File: config.mk
export PLATFORM = sky130hd
export DESIGN_NAME = srm_master
export DESIGN_NICKNAME = d
export VERILOG_FILES = /design/src/rtl/srm_pkg.sv /design/src/rtl/srm_window.sv /design/src/rtl/srm_poll_timer.sv /design/src/rtl/srm_master.sv
export SDC_FILE = /design/constraint.sdc
export NUM_CORES = 1
export LEC_CHECK = 0
export ABC_CLOCK_PERIOD_IN_PS = 4000
export BUFFER_PORTS_ARGS = -buffer_cell sky130_fd_sc_hd__clkbuf_2
export CORE_AREA = 3 3 121 123
export DETAILED_ROUTE_END_ITERATION = 10
export DIE_AREA = 0 0 124 126
export PLACE_DENSITY = 0.76
export SLEW_MARGIN = 20
export SYNTH_ARGS = -nofsm -noshare
export SYNTH_HDL_FRONTEND = slang
export SYNTH_HIERARCHICAL = 1
export SYNTH_SLANG_ARGS = --single-unit
File: constraint.sdc
create_clock -name clk -period 4 [get_ports clk]
set_input_delay 0.2 -clock clk [delete_from_list [all_inputs] [get_ports clk]]
set_output_delay 0.2 -clock clk [all_outputs]
set_load 0.02 [all_outputs]
File: src/rtl/srm_pkg.sv
package srm_pkg;
   localparam int PHY_AW = 12;
   localparam logic [15:0] CTL_REG = 16'h80A0;
   localparam logic [15:0] ADR_REG = 16'h80A1;
   localparam logic [15:0] DAT_REG = 16'h80A2;
   localparam logic [15:0] CMD_RD  = 16'h0001;
   localparam logic [15:0] CMD_WR  = 16'h0003;
   localparam logic [PHY_AW-1:0] WIN_OFS = 12'h800;

   typedef enum logic [1:0] {PH_IDLE, PH_ISSUE, PH_WAIT, PH_GAP} phase_t;
   typedef enum logic [2:0] {ST_POLL1, ST_ADDR, ST_WDATA, ST_CMD, ST_POLL2, ST_FETCH} step_t;

   function automatic logic [PHY_AW-1:0] page_of(input logic [4:0] dev, input logic [15:0] ra);
      return {dev, ra[15:9]};
   endfunction

   function automatic logic [PHY_AW-1:0] ofs_of(input logic [15:0] ra);
      return {1'b0, ra[8:0], 2'b00};
   endfunction
endpackage

File: src/rtl/srm_window.sv
module srm_window
   import srm_pkg::*;
#(
   parameter int DW = 16
) (
   input  logic              clk,
   input  logic              rst_n,
   input  logic              go,
   input  logic              we,
   input  logic [4:0]        dev,
   input  logic [15:0]       regad,
   input  logic [DW-1:0]     wdata,
   output logic              bus_en,
   output logic              bus_we,
   output logic [PHY_AW-1:0] bus_addr,
   output logic [DW-1:0]     bus_wdata,
   input  logic [DW-1:0]     bus_rdata,
   output logic              done,
   output logic [DW-1:0]     rdata
);
   typedef enum logic [1:0] {W_IDLE, W_PAGE, W_DATA} wst_t;
   wst_t            st;
   logic            we_q;
   logic [4:0]      dev_q;
   logic [15:0]     reg_q;
   logic [DW-1:0]   wd_q;

   always_ff @(posedge clk) begin
      if (!rst_n) begin
         st    <= W_IDLE;
         done  <= 1'b0;
         rdata <= '0;
         we_q  <= 1'b0;
         dev_q <= '0;
         reg_q <= '0;
         wd_q  <= '0;
      end else begin
         done <= 1'b0;
         case (st)
            W_IDLE: if (go) begin
               we_q  <= we;
               dev_q <= dev;
               reg_q <= regad;
               wd_q  <= wdata;
               st    <= W_PAGE;
            end
            W_PAGE: st <= W_DATA;
            default: begin
               rdata <= bus_rdata;
               done  <= 1'b1;
               st    <= W_IDLE;
            end
         endcase
      end
   end

   always_comb begin
      bus_en    = (st != W_IDLE);
      bus_we    = (st == W_PAGE) || we_q;
      bus_addr  = (st == W_PAGE) ? WIN_OFS : ofs_of(reg_q);
      bus_wdata = (st == W_PAGE) ? {{(DW-PHY_AW){1'b0}}, page_of(dev_q, reg_q)} : wd_q;
   end
endmodule

File: src/rtl/srm_poll_timer.sv
module srm_poll_timer #(
   parameter int GAP_CYCLES = 1000,
   parameter int LIMIT_W    = 16
) (
   input  logic               clk,
   input  logic               rst_n,
   input  logic               clr,
   input  logic               busy_seen,
   input  logic [LIMIT_W-1:0] limit,
   input  logic               gap_start,
   output logic               gap_done,
   output logic               expired
);
   logic [LIMIT_W:0] busy_cnt;
   logic [LIMIT_W:0] eff_limit;

   always_comb begin
      eff_limit = (limit == '0) ? {{LIMIT_W{1'b0}}, 1'b1} : {1'b0, limit};
      expired   = busy_seen && ((busy_cnt + 1'b1) >= eff_limit);
   end

   always_ff @(posedge clk) begin
      if (!rst_n || clr) busy_cnt <= '0;
      else if (busy_seen) busy_cnt <= busy_cnt + 1'b1;
   end

   if (GAP_CYCLES == 0) begin : g_nogap
      assign gap_done = 1'b1;
   end else begin : g_gap
      localparam int GW = $clog2(GAP_CYCLES + 1);
      logic [GW-1:0] gcnt;
      logic          active;
      assign gap_done = active && (gcnt == GW'(1));
      always_ff @(posedge clk) begin
         if (!rst_n) begin
            gcnt   <= '0;
            active <= 1'b0;
         end else if (gap_start) begin
            gcnt   <= GW'(GAP_CYCLES);
            active <= 1'b1;
         end else if (active) begin
            gcnt <= gcnt - 1'b1;
            if (gcnt == GW'(1)) active <= 1'b0;
         end
      end
   end
endmodule

File: src/rtl/srm_master.sv
module srm_master
   import srm_pkg::*;
#(
   parameter int DW         = 16,
   parameter int LIMIT_W    = 16,
   parameter int GAP_CYCLES = 1000
) (
   input  logic               clk,
   input  logic               rst_n,
   input  logic               req_valid,
   output logic               req_ready,
   input  logic               req_write,
   input  logic [4:0]         req_dev,
   input  logic [15:0]        req_addr,
   input  logic [DW-1:0]      req_wdata,
   input  logic [LIMIT_W-1:0] poll_limit,
   output logic               resp_done,
   output logic               resp_err,
   output logic [DW-1:0]      resp_rdata,
   output logic               phy_en,
   output logic               phy_we,
   output logic [PHY_AW-1:0]  phy_addr,
   output logic [DW-1:0]      phy_wdata,
   input  logic [DW-1:0]      phy_rdata
);
   if (DW < 16) begin : g_bad_dw
      $error("srm_master: DW must be at least 16");
   end
   if (LIMIT_W < 1) begin : g_bad_lw
      $error("srm_master: LIMIT_W must be at least 1");
   end
   if (GAP_CYCLES < 0) begin : g_bad_gap
      $error("srm_master: GAP_CYCLES must not be negative");
   end

   phase_t          ph;
   step_t           step;
   logic            wr_q;
   logic [4:0]      dev_q;
   logic [15:0]     addr_q;
   logic [DW-1:0]   wd_q;

   logic            op_we;
   logic [15:0]     op_reg;
   logic [DW-1:0]   op_wdata;
   logic            win_done;
   logic [DW-1:0]   win_rdata;
   logic            is_poll, busy_seen, expired, gap_start, gap_done, clr;

   always_comb begin
      op_we    = 1'b0;
      op_reg   = CTL_REG;
      op_wdata = '0;
      case (step)
         ST_ADDR:  begin op_we = 1'b1; op_reg = ADR_REG; op_wdata = DW'(addr_q); end
         ST_WDATA: begin op_we = 1'b1; op_reg = DAT_REG; op_wdata = wd_q; end
         ST_CMD:   begin op_we = 1'b1; op_reg = CTL_REG; op_wdata = DW'(wr_q ? CMD_WR : CMD_RD); end
         ST_FETCH: begin op_reg = DAT_REG; end
         default:  ;
      endcase
      is_poll   = (step == ST_POLL1) || (step == ST_POLL2);
      busy_seen = (ph == PH_WAIT) && win_done && is_poll && win_rdata[0];
      gap_start = busy_seen && !expired;
      clr       = (ph == PH_IDLE) || ((ph == PH_WAIT) && win_done && (step == ST_CMD));
      req_ready = (ph == PH_IDLE);
   end

   srm_window #(.DW(DW)) win_i (
      .clk(clk), .rst_n(rst_n), .go(ph == PH_ISSUE), .we(op_we), .dev(dev_q),
      .regad(op_reg), .wdata(op_wdata), .bus_en(phy_en), .bus_we(phy_we),
      .bus_addr(phy_addr), .bus_wdata(phy_wdata), .bus_rdata(phy_rdata),
      .done(win_done), .rdata(win_rdata)
   );

   srm_poll_timer #(.GAP_CYCLES(GAP_CYCLES), .LIMIT_W(LIMIT_W)) tmr_i (
      .clk(clk), .rst_n(rst_n), .clr(clr), .busy_seen(busy_seen), .limit(poll_limit),
      .gap_start(gap_start), .gap_done(gap_done), .expired(expired)
   );

   always_ff @(posedge clk) begin
      if (!rst_n) begin
         ph         <= PH_IDLE;
         step       <= ST_POLL1;
         wr_q       <= 1'b0;
         dev_q      <= '0;
         addr_q     <= '0;
         wd_q       <= '0;
         resp_done  <= 1'b0;
         resp_err   <= 1'b0;
         resp_rdata <= '0;
      end else begin
         resp_done <= 1'b0;
         resp_err  <= 1'b0;
         case (ph)
            PH_IDLE: if (req_valid) begin
               wr_q   <= req_write;
               dev_q  <= req_dev;
               addr_q <= req_addr;
               wd_q   <= req_wdata;
               step   <= ST_POLL1;
               ph     <= PH_ISSUE;
            end
            PH_ISSUE: ph <= PH_WAIT;
            PH_GAP: if (gap_done) ph <= PH_ISSUE;
            default: if (win_done) begin
               ph <= PH_ISSUE;
               case (step)
                  ST_POLL1, ST_POLL2: begin
                     if (win_rdata[0]) begin
                        if (expired) begin
                           resp_done <= 1'b1;
                           resp_err  <= 1'b1;
                           ph        <= PH_IDLE;
                        end else begin
                           ph <= PH_GAP;
                        end
                     end else begin
                        step <= (step == ST_POLL1) ? ST_ADDR : ST_FETCH;
                     end
                  end
                  ST_ADDR:  step <= wr_q ? ST_WDATA : ST_CMD;
                  ST_WDATA: step <= ST_CMD;
                  ST_CMD: begin
                     if (wr_q) begin
                        resp_done <= 1'b1;
                        ph        <= PH_IDLE;
                     end else begin
                        step <= ST_POLL2;
                     end
                  end
                  default: begin
                     resp_rdata <= win_rdata;
                     resp_done  <= 1'b1;
                     ph         <= PH_IDLE;
                  end
               endcase
            end
         endcase
      end
   end
endmodule

Word level (Yosys, flattened, before mapping)
Cells that the tools add are included.

Logic and storage cells: 117. Register bits after elaboration: 146.

Muxes and demuxes: 35. Equality and inequality tests: 15. Bitwise operators: 6. Reductions and logical operators: 38. Add/subtract/negate cells: 2. Order comparisons: 1.

Operator list (count): one-hot mux 16 bit (3 select lines) (1); 2-to-1 mux 16 bit (2); 2-to-1 mux 10 bit (2); adder 17 x 1 -> 17 bit (second input constant) (1); greater-or-equal comparator 17 bit (1); logical NOT 16 bit (1); 2-to-1 mux 3 bit (5); 2-to-1 mux 2 bit (7); 2-to-1 mux 12 bit (1); one-hot mux 2 bit (3 select lines) (2); one-hot mux 3 bit (4 select lines) (1); OR reduction 2 bit (6); equality test 10 x 1 -> 1 bit (second input constant) (1); 2-to-1 mux 1 bit (10); OR reduction 5 bit (2); subtractor 10 x 1 -> 10 bit (second input constant) (1); one-hot mux 2 bit (2 select lines) (2); logical AND 1 bit (7); equality test 3 x 2 -> 1 bit (second input constant) (2); equality test 3 bit (second input constant) (2); inequality test 3 bit (second input constant) (2); NOT 1 bit (6); one-hot mux 3 bit (2 select lines) (1); AND reduction 3 bit (2); 17 further kinds (29).

Depth between registers and ports, before layout
Gate-level depths: netlist of the first run.

Word-level depth: 10. Depth in mapped cells: 15. Depth with buffers taken out: 14.

Hierarchy
The synthesis of the first run kept the hierarchy.

By module, submodules not included: srm_master (instances 1, area each 2725.1 um2, cells an instance 341); srm_window (instances 1, area each 2428.6 um2, cells an instance 259); srm_poll_timer (instances 1, area each 1893.1 um2, cells an instance 232).

Least setup slack after synthesis of the first run
No wires, ideal clock.

Kind: reg2reg. From: register tmr_i.busy_cnt[0]. To: register tmr_i.g_gap.gcnt[1]. Required time: 3.914 ns. Stages on the path, launching flop included: 14. Setup time: 0.086 ns. Path buffers: 1. Data arrival time: 3.187 ns. Slack: 0.728 ns. Cells stage by stage: dfxtp_1 > ha_1 > nand3_1 > nor3_1 > nand3_1 > xnor2_1 > ha_1 > nand4_1 > o41a_1 > a41oi_1 > nor3_1 > clkbuf_1 > nand2b_1 > a211oi_1.

Cells in the longest elaborated chain, start to end: 6.

Ends and longest elaborated chain: start, declared (RTL line srm_poll_timer.sv:14) `logic [LIMIT_W:0] busy_cnt;`; start signal, assigned (RTL line srm_poll_timer.sv:24) `else if (busy_seen) busy_cnt <= busy_cnt + 1'b1;`; adder 17 x 1 -> 17 bit (RTL line srm_poll_timer.sv:19) `expired = busy_seen && ((busy_cnt + 1'b1) >= eff_limit);`; greater-or-equal comparator 17 bit (RTL line srm_poll_timer.sv:19); logical AND 1 bit (RTL line srm_poll_timer.sv:19); net expired (RTL line srm_master.sv:48) `logic is_poll, busy_seen, expired, gap_start, gap_done, clr;`; logical NOT 1 bit (RTL line srm_master.sv:63) `gap_start = busy_seen && !expired;`; logical AND 1 bit (RTL line srm_master.sv:63); net gap_start (RTL line srm_master.sv:48); OR reduction 2 bit (no source line); end signal, assigned (RTL line srm_poll_timer.sv:39) `gcnt <= GW'(GAP_CYCLES);`; end signal, assigned (RTL line srm_poll_timer.sv:42) `gcnt <= gcnt - 1'b1;`; end, declared (RTL line srm_poll_timer.sv:31) `logic [GW-1:0] gcnt;`.

The timed path passes the listed nets, and every way through them passes these cells. A chain may end at the register's enable or synchronous reset.

Worst setup path after layout of the first run
Same ends and word-level chain as after synthesis.

==> results of run 1 <==
## per-stage QoR
stage | hold slack, ns | cells | setup slack [ns]
after floorplan | 0.345 | 845 | 0.728
after global placement | 0.434 | 1094 | 0.452
after detailed placement | 0.442 | 1094 | 0.358
after CTS | 0.00147 | 1124 | 0.259
after global routing | 0.00890 | 1124 | 0.145
final | 0.0131 | 1124 | 0.467
## Yosys cell counts (all sizes together), types with 8 or more instances
| cell type | count |
|---|---|
| nand2 | 204 |
| dfxtp | 146 |
| nor2 | 70 |
| mux2i | 55 |
| a21boi | 54 |
| clkbuf | 29 |
| buf | 28 |
| inv | 27 |
| ha | 24 |
| xor2 | 24 |
| and2 | 16 |
| a22oi | 15 |
| mux2 | 14 |
| nand4 | 13 |
| xnor2 | 13 |
| nand3 | 12 |
| o21ai | 10 |
| a21oi | 8 |
| nor3 | 8 |
## flip-flops by register name, summed over array words and instances, names as in the netlist, 2 cells and up
signal / flops
addr_q: 16
wd_q: 16
win_i/wd_q: 16
step: 3
win_i/dev_q: 5
win_i/st: 2
ph: 2
resp_rdata: 16
tmr_i/busy_cnt: 17
win_i/rdata: 16
dev_q: 5
win_i/reg_q: 16
tmr_i/g_gap.gcnt: 10
## worst reg2reg max path: stages, from the launching register on
cell and delay, ns:
dfxtp_1 0.41, ha_1 0.26, nand3_1 0.19, nor3_1 0.21, buf_4 0.17, nand2_1 0.07, xnor2_1 0.15, ha_1 0.31
nand4_1 0.13, nor3_1 0.08, o31ai_1 0.25, o41a_1 0.23, a41oi_1 0.17, nor3_2 0.48, nand2b_1 0.24, a211oi_1 0.07
## cell families after synthesis
logic type,Yosys count
and+or+nand+nor,353
other,3
DFF,146
xor gates and xnor gates,37
AOI/OAI and AO/OA,115
muxes,69
adders and majority gates,24
buffers and inverters,85
## cell type report
type | count | area (µm²) | area share (%)
Clock buffer | 24 | 482 | 5.85
Clock inverter | 6 | 32.5 | 0.395
Inverter | 28 | 105 | 1.28
Multi-Input combinational cell | 614 | 3810 | 46.3
Sequential cell | 146 | 2920 | 35.5
Tap cell | 180 | 225 | 2.74
Timing Repair Buffer | 126 | 651 | 7.91
## power by group through the flow
stage / Clock, mW / Combinational, mW / Sequential [mW]
CTS: 1.42 / 0.729 / 1.68
global placement: 0 / 0.716 / 1.70
finish: 1.40 / 0.720 / 1.68
detailed placement: 0 / 0.725 / 1.71
floorplan: 0 / 0.583 / 1.68
global route: 1.50 / 0.805 / 1.70
## worst paths after layout
| path | to | slack [ns] |
|---|---|---|
| setup / recovery | tmr_i/g_gap.gcnt[1] | 0.47 |
| setup reg to reg | tmr_i/g_gap.gcnt[1] | 0.47 |
| hold reg to reg | resp_rdata[2] | 0.45 |
| hold / removal | addr_q[6] | 0.01 |
## layer usage
metal / vias up / global-route usage (%) / routed length, µm
li1: 2968 / - / -
met4: 0 / 7.15 / 216
met5: - / 0 / 0
met2: 128 / 33.7 / 7340
met1: 2594 / 25.5 / 6910
met3: 20 / 4.54 / 698
==> key figures, run 1 <==
Status
  • Run status: finished, final reports clean

Worst setup path
  • Largest delay share family, worst path: simple AND/OR/NAND/NOR gates
  • Worst path depth: 15
  • FF-to-FF path depth: 15
  • RR Startpoint: tmr_i/busy_cnt[0]
  • Worst path slowest cell: nor3_2
  • Worst setup path category: register to register
  • Setup crit end kind: register
  • Max Fanout on Critical Path: 8
  • Critical path's largest stage delay: 0.47 ns
  • Worst Path Arrival: 3.83 ns
  • CP Buf/Inv Count: 1
  • Critical path required time: 4.29 ns
  • Crit-path cells: ha_1, nand3_1, nor3_1, buf_4, nand2_1, xnor2_1, ha_1, nand4_1, nor3_1, o31ai_1, o41a_1, a41oi_1, nor3_2, nand2b_1, a211oi_1
  • Startpoint types: register
  • CP Launch Point: tmr_i/busy_cnt[0]

Synth
  • Syn avg cell area: 8.47 µm²
  • Synth area leaders: dfxtp_1 41%, nand2_1 11%, mux2i_1 7.8%, a21boi_0 4.7%, ha_1 4.3%
  • Post-synthesis mux area share: approximately 10%
  • Compound-Gate Fraction of Synth Area: 11.9%
  • Synthesis Warnings: 6
  • Netlist Area Pre-Place: 7050 µm²
  • Post-Syn Instances: 832
  • Async SR Flop Fraction: 0%
  • Adder-cell share of the synthesized area: 4.26%
  • Post-synth top area cell: dfxtp_1
  • Share of the synthesized area in the top cell type: 41.5%
  • Number of synthesized flops with an enable pin: 0
  • Top_reg_cell synth: dfxtp_1
  • Synth Area in Simple Gates: between 20 and 25%
  • Register area share after synthesis: 41.5%
  • Largest family of logic cells by synthesized area: simple AND/OR/NAND/NOR gates
  • Post-Synth XOR/XNOR Area: 4.60%
  • Yosys reg bits: 146
  • Yosys cell types: 55

Pwr
  • Clk pwr share: 36.8%
  • Pwr/cell area: 461 nW/µm²
  • P_sw: 1.09 mW
  • Tot Pwr: 3.79 mW
  • Leakage power: approximately 3.5 nW
  • Logic gate share of total power: about a fifth
  • Sequential Power Share: 44.2%
  • Peak supply drop: ~0.3 mV
  • Int Power: 2.71 mW
  • Switching portion of total power: 28.6%

Finish
  • Layout cells sized above 1: 19.1%
  • Post-layout instance area: around 8200 µm²
  • Antenna diodes: 0
  • Commonest non-fill, non-tap cell in the layout: nand2_1
  • Syn-to-layout area delta: 16.8%
  • Layout fillers: 1259
  • Final Core Density: 59.7%
  • Commonest non-fill, non-tap cells in the layout: 204 x nand2_1, 145 x dfxtp_1, 118 x clkbuf_2, 69 x nor2_1, 55 x mux2i_1
  • Nets: 1030

Placement
  • DP Area: 7700 µm²
  • Routability cong.: 0.825
  • DP HPWL: 10.3 mm
  • Port buffer count: 119

Floorplan
  • Starting Density: 51.2%
  • Die Y: 126 µm
  • Core area: 13800 µm²
  • I/O pins: 122
  • Die ar.: 15600 µm²
  • Row count: 43
  • DIE WIDTH: 124 µm

CTS
  • H-tree lvl count: 4
  • CTS Sinks: around 150
  • Longest Clk Path Bufs: 2
  • CTS buffer count: 17
  • Resized cells post-CTS: 0
  • CTS clk-pin slew, worst paths: about 0.060 ns
  • CTS tree: done
  • Worst skew pair latency: 0.41 ns
  • Setup repair bufs after CTS: 0
  • Number of hold buffers added after cts: 0
  • Clk Tree Root Cell: clkbuf_16

Routing
  • Wire length per cell: 13.5 µm
  • Remaining antenna violation count: 0
  • Drt initial violations: approximately 480
  • DR pass1 iterations: 4
  • Drt drc: 0
  • Drt via density: 5.08
  • Final wirelength: around 15 mm
  • Via count: 5710

Timing
  • Clock Skews: approximately 0.0042 ns
  • # setup viols final: 0
  • Max Transition Viols Final: 0
  • Max frequency: 283 MHz
  • Setup TNS: 0 ns
  • Hold Fails Final Rpt: 0
  • Slew headroom: 37.4%
  • Unrepaired setup endpoints after global routing: no
  • Period minus WS final: around 3.5 ns
  • Worst-Margin Slew: 0.938 ns
  • Final worst path period share: 88.3%

Global routing
  • First-pass GRT wire length: 25.4 mm
  • Largest net degree at the start of global routing: 79
  • All-Layer GR Usage: 20.2%
  • Vias in the first global route: ~5500
  • Initial antenna violation count: 0
  • GRT overflow: 0

Min path
  • Worst Hold Class: input port to register
  • Hold wc startpoint: req_addr[6]
  • Hold depth: 3

Run
  • Max_cap viols: 0
(Power assumes the default switching activity.)
==> run 2, diff against run 1 <==
--- a/config.mk
+++ b/config.mk
@@ -8,6 +8,7 @@
 export ABC_CLOCK_PERIOD_IN_PS = 4000
 export BUFFER_PORTS_ARGS = -buffer_cell sky130_fd_sc_hd__clkbuf_2
 export CORE_AREA = 3 3 121 123
+export CTS_BUF_LIST = sky130_fd_sc_hd__clkbuf_16
 export DETAILED_ROUTE_END_ITERATION = 10
 export DIE_AREA = 0 0 124 126
 export PLACE_DENSITY = 0.76
==> key figures, run 2 (same netlist as run 1, synthesis figures left out) <==
Status
  • Run status: finished, final reports clean

Pwr
  • Tot Pwr: 3.72 mW (-2.0%)
  • Sequential Power Share: 45.1% (+0.9 points)
  • Pwr/cell area: 454 nW/µm² (-1.6%)
  • Int Power: 2.64 mW (-2.5%)
  • Switching portion of total power: 29.0% (+0.39 points)
  • P_sw: 1.08 mW (-0.64%)
  • Peak supply drop: 0.296 mV (-1.7%)
  • Logic gate share of total power: 19.4% (+0.4 points)
  • Leakage power: 3.45 nW (about the same)
  • Clk pwr share: 35.5% (-1.3 points)

Finish
  • Max reg flops: 17 (unchanged)
  • Most flops, register: tmr_i/busy_cnt
  • Filler-free cell count of the finished design: 1124 (unchanged)
  • Register area: 2920 µm² (unchanged)
  • Syn-to-layout area delta: 16.3%
  • Layout fillers: 1264 (+0.40%)
  • Final Core Density: 59.5% (-0.22 points)
  • Antenna diodes: 0 (unchanged)
  • Nets: 1030 (unchanged)
  • Multi-input logic area: 3810 µm² (unchanged)
  • Layout cells sized above 1: 18.8% (-0.32 points)
  • Commonest non-fill, non-tap cell in the layout: nand2_1
  • Commonest non-fill, non-tap cells in the layout: 204 x nand2_1, 145 x dfxtp_1, 118 x clkbuf_2, 69 x nor2_1, 55 x mux2i_1

Floorplan
  • Starting Density: 51.2% (unchanged)
  • Row count: 43 (unchanged)
  • Core area: 13800 µm² (unchanged)
  • Die ar.: 15600 µm² (unchanged)
  • DIE WIDTH: 124 µm (unchanged)
  • Die Y: 126 µm (unchanged)
  • I/O pins: 122 (unchanged)

CTS
  • CTS buffer count: 17 (unchanged)
  • Longest Clk Path Bufs: 2 (unchanged)
  • Clk Tree Root Cell: clkbuf_16
  • H-tree lvl count: 4 (unchanged)
  • CTS Sinks: 146 (unchanged)
  • Resized cells post-CTS: 0 (unchanged)
  • CTS clk-pin slew, worst paths: 0.06 ns (about the same)
  • Worst skew pair latency: 0.41 ns (about the same)
  • Number of hold buffers added after cts: 0 (unchanged)
  • CTS tree: done
  • Setup repair bufs after CTS: 0 (unchanged)

Timing
  • Setup TNS: 0 ns (unchanged)
  • Slew headroom: 39.1% (+1.7 points)
  • Worst Slack Setup Final: 0.566 ns (+0.0988 ns)
  • Unrepaired setup endpoints after global routing: no
  • # setup viols final: 0 (unchanged)
  • Period minus WS final: 3.43 ns (-0.0988 ns)
  • Worst-Margin Slew: 0.913 ns (-0.0252 ns)
  • Max frequency: 291 MHz (+2.9%)
  • Clock Skews: 0.00441 ns (+0.000213 ns)
  • Final worst path period share: 85.9% (-2.5 points)
  • Hold Fails Final Rpt: 0 (unchanged)
  • Max Transition Viols Final: 0 (unchanged)

Min path
  • Worst Hold Class: input port to register
  • Hold path endpoint: addr_q[6]
  • Hold wc startpoint: req_addr[6]
  • Hold depth: 3 (unchanged)

Worst setup path
  • Startpoint types: register
  • Worst Path Arrival: 3.72 ns (-0.11 ns)
  • Crit-path cells: ha_1, nand3_1, nor3_1, buf_4, nand2_1, xnor2_1, ha_1, nand4_1, nor3_1, o31ai_1, o41a_1, a41oi_1, nor3_2, nand2b_1, a211oi_1
  • Critical R2R Capture: tmr_i/g_gap.gcnt[1]
  • RR Startpoint: tmr_i/busy_cnt[0]
  • Worst path slowest cell: nor3_2
  • FF-to-FF path depth: 15 (unchanged)
  • Setup crit end kind: register
  • Critical path's largest stage delay: 0.48 ns (about the same)
  • Critical path required time: 4.29 ns (about the same)
  • Max Fanout on Critical Path: 8 (unchanged)
  • Reg2reg setup slack: 0.57 ns (+0.10 ns)
  • Worst setup path category: register to register

Routing
  • Final wirelength: 15.1 mm (-0.32%)
  • Drt drc: 0 (unchanged)
  • Drt via density: 5.09 (+0.25%)
  • Via count: 5724 (+0.25%)
  • Remaining antenna violation count: 0 (unchanged)
  • Wire length per cell: 13.4 µm (-0.32%)
  • DR pass1 iterations: 5 (+1)
  • Drt initial violations: 420 (-12%)

Placement
  • Port buffer count: 119 (unchanged)
  • DP HPWL: 10.3 mm (unchanged)
  • Pre-CTS WS: 0.358 ns (unchanged)
  • Routability cong.: 0.825 (unchanged)
  • Placed insts: 1094 (unchanged)

Global routing
  • Largest net degree at the start of global routing: 79 (unchanged)
  • Vias in the first global route: 5454 (-0.58%)
  • All-Layer GR Usage: 20.1% (-0.093 points)
  • GRT overflow: 0 (unchanged)
  • First-pass GRT wire length: 25.3 mm (-0.35%)
  • Initial antenna violation count: 0 (unchanged)

Run
  • Max_cap viols: 0 (unchanged)
-- run 2: through the flow --
stage / hold slack, ns / area (µm²)
after floorplan: 0.345 / 7100
after global placement: 0.434 / 7700
after detailed placement: 0.442 / 7700
after CTS: 0.00367 / 8190
after global routing: 0.0109 / 8200
final: 0.0175 / 8200
-- run 2: power by group through the flow --
stage	Combinational, mW	Clock (mW)	Sequential (mW)
2_1_floorplan	0.583	0	1.68
3_3_place_gp	0.716	0	1.70
3_5_place_dp	0.725	0	1.71
4_1_cts	0.729	1.35	1.68
5_1_grt	0.804	1.43	1.70
6_report	0.721	1.32	1.68
-- run 2: area by class of cell --
class                      instances  area share (%)
clock buffer                      17            5.19
clock inverter                    13           0.717
inverter                          28            1.28
multi-input combinational        614            46.5
sequential                       146            35.7
tap                              180            2.75
timing repair buffer             126            7.94
-- run 2: worst max-delay path by stage --
stage,startpoint,end,slack [ns],cells after the start
floorplan,tmr_i/busy_cnt[0],tmr_i/g_gap.gcnt[1],0.73,13
global placement,tmr_i/busy_cnt[0],tmr_i/g_gap.gcnt[1],0.45,15
detailed placement,tmr_i/busy_cnt[0],tmr_i/g_gap.gcnt[1],0.36,15
CTS,tmr_i/busy_cnt[0],tmr_i/g_gap.gcnt[1],0.36,15
global route,tmr_i/busy_cnt[0],tmr_i/g_gap.gcnt[1],0.23,15
finish,tmr_i/busy_cnt[0],tmr_i/g_gap.gcnt[1],0.57,15
-- run 2: layer usage --
layer / vias to the layer above / global-route usage [%] / part of all wire, %
li1: 2963 / - / -
met1: 2621 / 25.7 / 46
met2: 126 / 33.7 / 49
met3: 14 / 4.09 / 4.0
met4: 0 / 6.83 / 1.2
met5: - / 0 / 0
-- run 2: worst max-delay path: cells and delay by family, from the launching register on --
family | cells | cell delay, ns
xor gates and xnor gates | 1 | 0.14
DFF | 1 | 0.41
AOI/OAI and AO/OA | 4 | 0.63
buffers and inverters | 1 | 0.17
adders and majority gates | 2 | 0.57
and+or+nand+nor | 7 | 1.37
==> run 3, diff against run 2 <==
--- a/config.mk
+++ b/config.mk
@@ -7,11 +7,12 @@
 export LEC_CHECK = 0
 export ABC_CLOCK_PERIOD_IN_PS = 4000
 export BUFFER_PORTS_ARGS = -buffer_cell sky130_fd_sc_hd__clkbuf_2
-export CORE_AREA = 3 3 121 123
+export CAP_MARGIN = 20
+export CORE_AREA = 3 3 146 148
 export CTS_BUF_LIST = sky130_fd_sc_hd__clkbuf_16
 export DETAILED_ROUTE_END_ITERATION = 10
-export DIE_AREA = 0 0 124 126
-export PLACE_DENSITY = 0.76
+export DIE_AREA = 0 0 149 151
+export PLACE_DENSITY = 0.56
 export SLEW_MARGIN = 20
 export SYNTH_ARGS = -nofsm -noshare
 export SYNTH_HDL_FRONTEND = slang
==> key figures, run 3 (same netlist as run 1, synthesis figures left out) <==
Global routing
  • Initial antenna violation count: 0 (unchanged)
  • First-pass GRT wire length: 26.5 mm (+4.7%)
  • Largest net degree at the start of global routing: 59 (-25%)
  • Vias in the first global route: 5454 (unchanged)
  • All-Layer GR Usage: 14.7% (-5.4 points)
  • GRT overflow: 0 (unchanged)

Timing
  • Clock Skews: 0.0117 ns (+0.00726 ns)
  • Worst hold slack: 0.0218 ns (+0.00436 ns)
  • Period minus WS final: 3.43 ns (-0.00260 ns)
  • Hold Fails Final Rpt: 0 (unchanged)
  • Slew headroom: 43.7% (+4.7 points)
  • Worst-Margin Slew: 0.844 ns (-0.0686 ns)
  • Setup TNS: 0 ns (unchanged)
  • # setup viols final: 0 (unchanged)
  • Unrepaired setup endpoints after global routing: no
  • Final worst path period share: 85.8% (about the same)
  • Max Transition Viols Final: 0 (unchanged)
  • Max frequency: 291 MHz (about the same)

Routing
  • Via count: 5671 (-0.93%)
  • Drt via density: 4.63 (-9.2%)
  • Final wirelength: 16.3 mm (+8.0%)
  • Drt drc: 0 (unchanged)
  • Wire length per cell: 13.3 µm (-0.99%)
  • Drt initial violations: 259 (-38%)
  • DR pass1 iterations: 4 (-1)
  • Remaining antenna violation count: 0 (unchanged)

Worst setup path
  • Setup crit end kind: register
  • Worst path slowest cell: nor3_2
  • Critical path's largest stage delay: 0.51 ns (+0.03 ns)
  • Worst setup path category: register to register
  • Critical path required time: 4.29 ns (about the same)
  • CP Buf/Inv Count: 1 (unchanged)
  • Largest delay share family, worst path: simple AND/OR/NAND/NOR gates
  • Max Fanout on Critical Path: 8 (unchanged)
  • Crit-path cells: ha_1, nand3_1, nor3_1, buf_4, nand2_1, xnor2_1, ha_1, o21ai_0, nor2_1, o31ai_1, o41a_1, a41oi_1, nor3_2, nand2b_1, a211oi_1
  • CP dominant cell by count: ha_1
  • CP Launch Point: tmr_i/busy_cnt[0]
  • Startpoint types: register
  • RR Startpoint: tmr_i/busy_cnt[0]
  • Worst Path Arrival: 3.72 ns (about the same)

Pwr
  • P_sw: 1.12 mW (+3.9%)
  • Sequential Power Share: 42.7% (-2.4 points)
  • Leakage power: 3.52 nW (+2.0%)
  • Peak supply drop: 0.272 mV (-8.0%)
  • Clk pwr share: 38.3% (+2.8 points)
  • Switching portion of total power: 28.8% (-0.27 points)
  • Logic gate share of total power: 19.1% (-0.3 points)
  • Pwr/cell area: 461 nW/µm² (+1.6%)
  • Int Power: 2.78 mW (+5.3%)

CTS
  • Worst skew pair latency: 0.41 ns (about the same)
  • CTS Sinks: 146 (unchanged)
  • CTS buffer count: 17 (unchanged)
  • H-tree lvl count: 4 (unchanged)
  • Longest Clk Path Bufs: 2 (unchanged)
  • Setup repair bufs after CTS: 0 (unchanged)
  • CTS clk-pin slew, worst paths: 0.06 ns (about the same)
  • CTS tree: done
  • Clk Tree Root Cell: clkbuf_16

Placement
  • DP Area: 7850 µm² (+1.9%)
  • Routability cong.: 0.809 (-1.9%)
  • Port buffer count: 119 (unchanged)
  • DP HPWL: 11.3 mm (+10%)

Finish
  • Syn-to-layout area delta: 20.1%
  • Final Core Density: 42.0% (-18 points)
  • Post-layout instance area: 8470 µm² (+3.3%)
  • Antenna diodes: 0 (unchanged)
  • Most flops, register: tmr_i/busy_cnt
  • Commonest non-fill, non-tap cells in the layout: 204 x nand2_1, 146 x dfxtp_1, 118 x clkbuf_2, 69 x nor2_1, 55 x mux2i_1
  • Max reg flops: 17 (unchanged)
  • Commonest non-fill, non-tap cell in the layout: nand2_1
  • Nets: 1041 (+1.1%)
  • Layout cells sized above 1: 18.9% (+0.18 points)

Floorplan
  • Die ar.: 22500 µm² (+44%)
  • Core area: 20200 µm² (+46%)
  • I/O pins: 122 (unchanged)
  • Starting Density: 34.9% (-16 points)
  • DIE WIDTH: 149 µm (+20%)
  • Row count: 52 (+21%)
  • Die Y: 151 µm (+20%)

Status
  • Run status: finished, final reports clean

Min path
  • Worst Hold Class: input port to register
  • Hold wc startpoint: req_dev[0]

Run
  • Max_cap viols: 0 (unchanged)
run 3: path summary, 6_finish.rpt:
kind / end / slack [ns] / cells after the start
setup / recovery: tmr_i/g_gap.gcnt[1] / 0.57 / 15
setup reg to reg: tmr_i/g_gap.gcnt[1] / 0.57 / 15
hold reg to reg: resp_rdata[0] / 0.45 / 2
hold / removal: dev_q[0] / 0.02 / 3
run 3: tightest hold or removal path, cell delays in order:
cell and delay (ns):
clkbuf_2 0.08, nand2_1 0.04, a21boi_0 0.06
run 3: area by class of cell:
type                       instances  area [µm²]
fill                            2100       11700
multi-input combinational        614        3800
sequential                       146        2920
timing repair buffer             137         748
clock buffer                      17         425
tap                              270         338
clock inverter                    14         123
inverter                          28         105
run 3: through the flow:
stage               total power [mW]  setup slack (ns)  instances
finish                          3.90             0.568       1226
global route                    4.12             0.155       1226
CTS                             3.97             0.325       1226
detailed placement              2.45             0.344       1189
global placement                2.44             0.385       1189
floorplan                       2.26             0.728        845
run 3: power by group through the flow:
stage	Sequential [mW]	Combinational (mW)	Clock, mW
2_1_floorplan	1.68	0.583	0
3_3_place_gp	1.69	0.749	0
4_1_cts	1.67	0.760	1.54
6_report	1.66	0.744	1.49
3_5_place_dp	1.70	0.752	0
5_1_grt	1.68	0.835	1.60
run 3: per-layer routing:
| layer | up-vias | share of wire (%) | global-route usage [%] |
|---|---|---|---|
| li1 | 2969 | - | - |
| met1 | 2587 | 46 | 18.4 |
| met2 | 102 | 48 | 25.3 |
| met3 | 13 | 4.6 | 3.74 |
| met4 | 0 | 1.1 | 3.98 |
| met5 | - | 0 | 0 |
run 3: timing repair:
action / CTS / global route
hold buffers: 6 / 0
hold endpoints to repair: 6 / 0
setup endpoints to repair: 0 / 4
resized for setup: 0 / 1
